--- src/rtl/pa_pkg.sv ---
// Shared types for the pulse accumulator.
// Assumes: nothing beyond standard SystemVerilog.
package pa_pkg;
    typedef enum logic {
        PA_EVENT = 1'b0,
        PA_GATED = 1'b1
    } pa_mode_e;
endpackage

--- src/rtl/pa_input_sync.sv ---
// Brings the asynchronous pin into the clock domain and detects edges on the
// synchronized value.
// Assumes: the pin holds each level for longer than STAGES clocks.
module pa_input_sync #(
    parameter int STAGES = 2
) (
    input  logic clk,
    input  logic rst_n,
    input  logic pin,
    output logic level,
    output logic rise,
    output logic fall
);
    localparam int TAPS = STAGES + 1;

    logic [TAPS-1:0] shreg;

    // Shift the pin through the synchronizer plus one history stage.
    always_ff @(posedge clk) begin
        if (!rst_n) shreg <= '0;
        else        shreg <= {shreg[TAPS-2:0], pin};
    end

    // Decode level and edges from the last synchronized stage and its history.
    always_comb begin
        level = shreg[STAGES-1];
        rise  = shreg[STAGES-1] & ~shreg[STAGES];
        fall  = ~shreg[STAGES-1] & shreg[STAGES];
    end
endmodule

--- src/rtl/pa_prescaler.sv ---
// Free-running clock divider that gives a one-cycle tick every DIV enabled
// cycles. It holds its phase while disabled.
// Assumes: DIV >= 2.
module pa_prescaler #(
    parameter int DIV = 64
) (
    input  logic clk,
    input  logic rst_n,
    input  logic en,
    output logic tick
);
    localparam int PW = (DIV > 1) ? $clog2(DIV) : 1;
    localparam logic [PW-1:0] LAST = PW'(DIV - 1);

    logic [PW-1:0] phase;

    // Tick on the last phase of each period while enabled.
    assign tick = en && (phase == LAST);

    // Advance the phase when enabled and wrap after the last one.
    always_ff @(posedge clk) begin
        if (!rst_n)    phase <= '0;
        else if (tick) phase <= '0;
        else if (en)   phase <= phase + 1'b1;
    end
endmodule

--- src/rtl/pa_counter.sv ---
// Counter with a software load, a sticky overflow flag and a
// write-one-to-clear input.
// Assumes: inc is a single-cycle strobe. A load wins over inc.
module pa_counter #(
    parameter int W = 16
) (
    input  logic         clk,
    input  logic         rst_n,
    input  logic         inc,
    input  logic         wr,
    input  logic [W-1:0] wdata,
    input  logic         clr,
    output logic [W-1:0] cnt,
    output logic         flag
);
    logic wrap;

    // A wrap happens only on an increment at the top value that no load overrides.
    assign wrap = inc && !wr && (&cnt);

    // Load first, then increment.
    always_ff @(posedge clk) begin
        if (!rst_n)   cnt <= '0;
        else if (wr)  cnt <= wdata;
        else if (inc) cnt <= cnt + 1'b1;
    end

    // Sticky flag: a wrap sets it and wins over a clear in the same cycle.
    always_ff @(posedge clk) begin
        if (!rst_n)    flag <= 1'b0;
        else if (wrap) flag <= 1'b1;
        else if (clr)  flag <= 1'b0;
    end
endmodule

--- src/rtl/pulse_accum.sv ---
// Dual-mode pulse accumulator: counts input edges, or counts divided-clock
// ticks while the input is active. Raises a gated overflow interrupt.
// Assumes: control inputs are synchronous to clk. Only pin_in is asynchronous.
module pulse_accum
    import pa_pkg::*;
#(
    parameter int CNT_W       = 16,
    parameter int PRESC_DIV   = 64,
    parameter int SYNC_STAGES = 2
) (
    input  logic             clk,
    input  logic             rst_n,
    input  logic             pin_in,
    input  logic             acc_en,
    input  logic             mode_gated,
    input  logic             edge_sel,
    input  logic             ovf_ie,
    input  logic             cnt_wr,
    input  logic [CNT_W-1:0] cnt_wdata,
    input  logic             ovf_clr,
    output logic [CNT_W-1:0] cnt_q,
    output logic             ovf_flag,
    output logic             irq
);
    pa_mode_e mode;
    logic     lvl, rise, fall, tick;
    logic     gate_on, edge_hit, inc;

    pa_input_sync #(.STAGES(SYNC_STAGES)) u_sync (
        .clk(clk), .rst_n(rst_n), .pin(pin_in),
        .level(lvl), .rise(rise), .fall(fall)
    );

    pa_prescaler #(.DIV(PRESC_DIV)) u_presc (
        .clk(clk), .rst_n(rst_n), .en(acc_en), .tick(tick)
    );

    // Pick the increment source from the mode and the polarity select.
    always_comb begin
        mode     = pa_mode_e'(mode_gated);
        gate_on  = edge_sel ? ~lvl : lvl;
        edge_hit = edge_sel ? rise : fall;
        inc      = acc_en && ((mode == PA_GATED) ? (tick && gate_on) : edge_hit);
    end

    pa_counter #(.W(CNT_W)) u_cnt (
        .clk(clk), .rst_n(rst_n), .inc(inc), .wr(cnt_wr), .wdata(cnt_wdata),
        .clr(ovf_clr), .cnt(cnt_q), .flag(ovf_flag)
    );

    // Interrupt request only while the flag is enabled.
    assign irq = ovf_flag & ovf_ie;
endmodule

--- config.mk ---
export PLATFORM = sky130hd
export DESIGN_NAME = pulse_accum
export DESIGN_NICKNAME = d
export VERILOG_FILES = /design/src/rtl/pa_pkg.sv /design/src/rtl/pa_input_sync.sv /design/src/rtl/pa_prescaler.sv /design/src/rtl/pa_counter.sv /design/src/rtl/pulse_accum.sv
export SDC_FILE = /design/constraint.sdc
export NUM_CORES = 1
export LEC_CHECK = 0
export ABC_AREA = 1
export CORE_ASPECT_RATIO = 0.9
export CORE_UTILIZATION = 43
export DETAILED_ROUTE_END_ITERATION = 12
export GPL_ROUTABILITY_DRIVEN = 0
export PLACE_DENSITY = 0.75
export SYNTH_ARGS = -nofsm -noshare
export SYNTH_HDL_FRONTEND = slang
export SYNTH_HIERARCHICAL = 1
export SYNTH_SLANG_ARGS = --single-unit
--- constraint.sdc ---
create_clock -name clk -period 1.7 [get_ports clk]
set_input_delay 0.51 -clock clk [delete_from_list [all_inputs] [get_ports clk]]
set_output_delay 0.51 -clock clk [all_outputs]
set_load 0.01 [all_outputs]
* Word level (Yosys, flattened, before mapping)
Index checks and enable logic that the tools add are counted. Widths: inputs -> output; s select.
Operators by class: add/sub/neg operators 2, eq/ne operators 1, muxes and demuxes 7, bitwise logic cells 6, reduce and logical (&&, ||, !) cells 10
Operators by type and width (number):
- $mux 16 | 2
- $add 16x1->16 const B | 1
- $reduce_and 16->1 | 1
- $add 6x1->6 const B | 1
- $eq 6x6->1 const B | 1
- $logic_and 1x1->1 | 5
- $mux 1 | 5
- $reduce_bool 2->1 | 2
- $and 1x1->1 | 3
- $not 1->1 | 3
- $reduce_or 2->1 | 1
- $logic_not 1->1 | 1
Storage, ports and cells: register bits after elaboration 26, input port bits 25, output and inout port bits 18

* Depth between registers and ports, before layout
Gate-level depths: netlist of the first run.
depth in word-level cells 8, mapped depth 14

* Modules after synthesis
The synthesis of the first run kept the hierarchy.
By module, submodules not included:
- pa_counter | times used 1, cells an instance 162, area an instance 1078.5 um^2, sequential area each 340.3 um^2
- pa_prescaler | times used 1, cells an instance 42, area an instance 310.3 um^2, sequential area each 120.1 um^2
- pa_input_sync | times used 1, cells an instance 13, area an instance 100.1 um^2, sequential area each 60.1 um^2
- pulse_accum | times used 1, cells an instance 16, area an instance 66.3 um^2, sequential area each 0.0 um^2

* Least setup slack after synthesis of the first run
No wires, ideal clock.
kind register to register, start register u_presc.phase[0], end register u_cnt.cnt[10], setup time 0.134 ns, arrival time 1.725 ns, required time 1.566 ns, path slack -0.159 ns, cell stages (with the launch flop) 13, path buffers 1, clock period less this slack 1.859 ns, cells stage by stage dfxtp_1 -> ha_1 -> nand2_2 -> nor2_4 -> nand2_4 -> inv_1 -> nand2_1 -> nand3b_1 -> a21oi_1 -> nor2_1 -> buf_4 -> a22oi_1 -> a21oi_1
Between the ends: cells in the longest elaborated chain, start to end 6
RTL lines:
- start, declared | line pa_prescaler.sv:15 | logic [PW-1:0] phase;
- start signal, assigned | line pa_prescaler.sv:24 | else if (en) phase <= phase + 1'b1;
- $eq 6x6->1 | line pa_prescaler.sv:18 | assign tick = en && (phase == LAST);
- $logic_and 1x1->1 | line pa_prescaler.sv:18
- named net tick | line pulse_accum.sv:26 | logic lvl, rise, fall, tick;
- $logic_and 1x1->1 | line pulse_accum.sv:43 | inc = acc_en && ((mode == PA_GATED) ? (tick && gate_on) : edge_hit);
- $mux 1 | line pulse_accum.sv:43
- $logic_and 1x1->1 | line pulse_accum.sv:43
- named net inc | line pulse_accum.sv:27 | logic gate_on, edge_hit, inc;
- $reduce_bool 2->1 (no source line)
- end signal, assigned | line pa_counter.sv:24 | else if (wr) cnt <= wdata;
- end signal, assigned | line pa_counter.sv:25 | else if (inc) cnt <= cnt + 1'b1;
- end, declared | line pa_counter.sv:13 | output logic [W-1:0] cnt,
The timed path passes the listed nets, and every way through them passes these cells. A chain may end at the register's enable or synchronous reset.

* Worst setup path after layout of the first run
start register u_presc.phase[1], end register u_cnt.flag
Between the ends: cells in the longest elaborated chain, start to end 8
RTL lines:
- $eq 6x6->1 (*) | line pa_prescaler.sv:18
- $logic_and 1x1->1 (*) | line pa_prescaler.sv:18
- named net tick | line pulse_accum.sv:26
- $logic_and 1x1->1 (*) | line pulse_accum.sv:43
- $mux 1 (*) | line pulse_accum.sv:43
- $logic_and 1x1->1 (*) | line pulse_accum.sv:43
- named net inc | line pulse_accum.sv:27
- $logic_and 1x1->1 (*) (2 in series) | line pa_counter.sv:19 | assign wrap = inc && !wr && (&cnt);
- $mux 1 or $reduce_bool 2->1 (tied branches)
- end signal, assigned | line pa_counter.sv:30 | if (!rst_n) flag <= 1'b0;
- end signal, assigned | line pa_counter.sv:31 | else if (wrap) flag <= 1'b1;
- end signal, assigned | line pa_counter.sv:32 | else if (clr) flag <= 1'b0;
- end, declared | line pa_counter.sv:14 | output logic flag
Mark *: on every way through the listed nets, which the timed path passes. The rest lies on a longest branch.

==> impl_metrics.toml, run 1 <==
[setup_path]
critPathKind = "reg -> reg"
critPathCaptureType = "register"
setup.worst_path.start = "u_presc/phase[1]"
crit_path_start_kind = "register"
cp.arrival_ps = 1990
r2r-end = "u_cnt/flag"
reg2reg_slack_ps = -90
r2r_start = "u_presc/phase[1]"
crit_buf_inv = 2
worstSetupEndpoint = "u_cnt/flag"
worstRegToRegCells = 13
cp_top_family = "simple AND/OR/NAND/NOR gates"
crit_required_ps = 1900
worst_path_most_repeated_cell = "nand2_4"
path_depth = 13
slowest_stage = "dfxtp_2"
critPathMaxFanout = 6
cpPeakStageDelay_ps = 360
crit_chain = "ha_4, nand2_4, nor2_4, nand2_4, inv_2, nand2_1, nand3b_1, a21oi_4, buf_6, nand2_8, nor3_2, nand4_1, a21oi_1"

[floorplan]
die-area_sq_um = 3860
die_y_microns = 59.1
die_w_microns = 65.4
start_util = 0.457
rows = 20
core_sq_um = 3400
pin_count = 43

[grt]
grt_pass1_vias = 1498
grt_pass1_wl_mm = 6.63
grt_max_degree = 14
overflow = 0
antenna_found_initial = 0
track_usage = 0.222

[timing]
slew_headroom = 0.663
grt_setup_unrepaired = "yes"
tightest_slew_ps = 505
fmax_ghz = 0.559
finalCriticalPeriod_ps = 1790
hold_slack_ps = 416
period_share = 1.05
layout_setup_ws_ps = -88.1
setup-violations-final = 16
clock_skew_ps = 3.67
finalHoldViolCount = 0
maxSlewViolCount = 0

[layout]
syn2layout_area_growth_pct = 54.4
multi_input_area_sq_um = 995
seq_area_sq_um = 526
num_antenna_cells = 0
final_common_cell = "nand2_1"
final_layout_size_suffix_gt1_frac = 0.253
fill_cells = 291
final_cell_mix = "nand2_1, clkdlybuf4s50_1, inv_1, buf_4, dfxtp_1"
final_nets = 333

[power_and_ir_drop]
powerDensity_nw_per_um2 = 550
vdd_drop_max_v = 0.000574
p_leak_nw = 1.10

[routing]
drtIter0Drc = 100
via_count = 1677
wirelength_mm = 4.00
avgRoutedWirePerCell_microns = 11.5
routed_via_density = 4.82
drtPass1Iterations = 4
drc_errors = 0
ant_nets = 0

[flow_run]
maxCapViolCount = 0

[clocking]
cts_tree = "built"
max-clock-path-buffers = 2
htree_levels = 1
hold_buffers = 0
clock_latency_ps = 270
clk_pin_slew_ps = 80
clock-sinks = 26
cts_made_buffers = 3
cts-root-buf = "clkbuf_8"

[synth]
ys_seq_area_frac = 0.335
syn_area_per_cell_sq_um = 6.67
synth_cell_type_count = 27
netlist_instances = 233
syn_area_sq_um = 1560
synth_edf_count = 0
synth_nets = 260
ys.flop_type = "dfxtp_1"
yosys_warnings = 6
synth_seq_cells = 26
ys_async_sr_fraction = 0

[place]
preCtsSetupSlack_ps = -724
dp_hpwl_mm = 2.91
port_buffers = 42

[worst_hold_path]
hp-class = "reg -> reg"

[run_status]
outcome = "finished, violations left"
violations = "negative setup slack"
==> flip-flops by register name, summed over array words and instances, names as in the netlist <==
signal,flops
u_cnt/flag,1
u_sync/shreg,3
u_cnt/cnt,16
u_presc/phase,6
==> worst reg2reg max path, delay by kind of cell (launching register included) <==
kind | cells | cell delay, ps
and+or+nand+nor | 8 | 740
adders and majority gates | 1 | 140
buffers and inverters | 2 | 170
AOI/OAI and AO/OA | 2 | 310
DFF | 1 | 360
==> synthesized netlist by cell type (2+ instances only) <==
library cell / count / area share
dfxtp_1: 26 / 0.33
nand2_1: 67 / 0.16
o21ai_0: 8 / 0.026
nand2_4: 4 / 0.029
xor2_1: 4 / 0.023
a21oi_1: 17 / 0.055
nand4_1: 4 / 0.016
nand3_1: 14 / 0.045
inv_1: 31 / 0.075
nor2_4: 5 / 0.036
nand2_2: 2 / 0.0080
clkbuf_1: 2 / 0.0048
a22oi_1: 9 / 0.043
inv_2: 4 / 0.0097
nor3_1: 2 / 0.0064
a31oi_1: 3 / 0.012
ha_1: 2 / 0.016
nor2_2: 6 / 0.024
nor2_1: 15 / 0.036
==> per-layer routing <==
metal / global-route usage / up-vias / routed length [microns] / share of wire
li1: - / 889 / - / -
met1: 0.311 / 735 / 1980 / 0.49
met2: 0.355 / 49 / 1740 / 0.43
met3: 0.0423 / 4 / 255 / 0.064
met4: 0.0528 / 0 / 31 / 0.0077
met5: 0 / - / 0 / 0
==> worst min path at each step <==
stage | start | endpoint | slack (ps) | cells past startpoint
6_report | u_sync/shreg[0] | u_sync/shreg[1] | 420 | 2
3_3_place_gp | u_sync/shreg[0] | u_sync/shreg[1] | 390 | 2
5_1_grt | u_sync/shreg[0] | u_sync/shreg[1] | 450 | 2
4_1_cts | u_sync/shreg[0] | u_sync/shreg[1] | 410 | 2
3_5_place_dp | u_sync/shreg[0] | u_sync/shreg[1] | 400 | 2
2_1_floorplan | u_sync/shreg[0] | u_sync/shreg[1] | 390 | 2
==> cell families after synthesis <==
logic type | share of synthesized area
AND/OR/NAND/NOR | 0.368
AO/OA/AOI/OAI | 0.150
buffers and inverters | 0.0973
flip-flops | 0.335
XOR/XNOR | 0.0282
adder cells (fa/ha/maj) | 0.0161
multiplexers | 0.00644
==> what timing repair did <==
action	in CTS	in global routing
cloned	0	1
pin swaps	5	3
gates resized for setup	16	13
endpoints found under the setup margin	21	22
buffers inserted	2	2
==> power by group <==
part           leakage (nW)  total (W)  internal, W  switching (W)
Sequential            0.215   0.000661     0.000641      0.0000204
Combinational         0.866   0.000320     0.000172       0.000149
Clock                0.0216   0.000338     0.000159       0.000180
Total                  1.10    0.00132     0.000971       0.000349
==> cell type report <==
cell class / instances / share of cell area
Timing Repair Buffer: 71 / 0.270
Multi-Input combinational cell: 169 / 0.414
Sequential cell: 26 / 0.219
Clock buffer: 3 / 0.0172
Inverter: 35 / 0.0568
Tap cell: 44 / 0.0229
==> metrics by stage <==
step           cell area, sq um  total power, W  setup TNS (ps)  cells   util
2_1_floorplan              1630        0.000812            -495    233      -
3_3_place_gp               2270        0.000981          -11180    340  0.667
3_5_place_dp               2270        0.000983          -11700    340  0.667
4_1_cts                    2340         0.00133            -683    345  0.688
5_1_grt                    2400         0.00140           -2430    348  0.706
6_report                   2400         0.00132            -647    348  0.706
Power figures use the tool's default switching activity.
==> run 2: changes to the inputs <==
Settings changed: CTS_CLUSTER_SIZE set to 40, HOLD_SLACK_MARGIN set to 0.12.
==> results of run 2 <==
Final layout, timing and power as in run 1 (identical DEF).
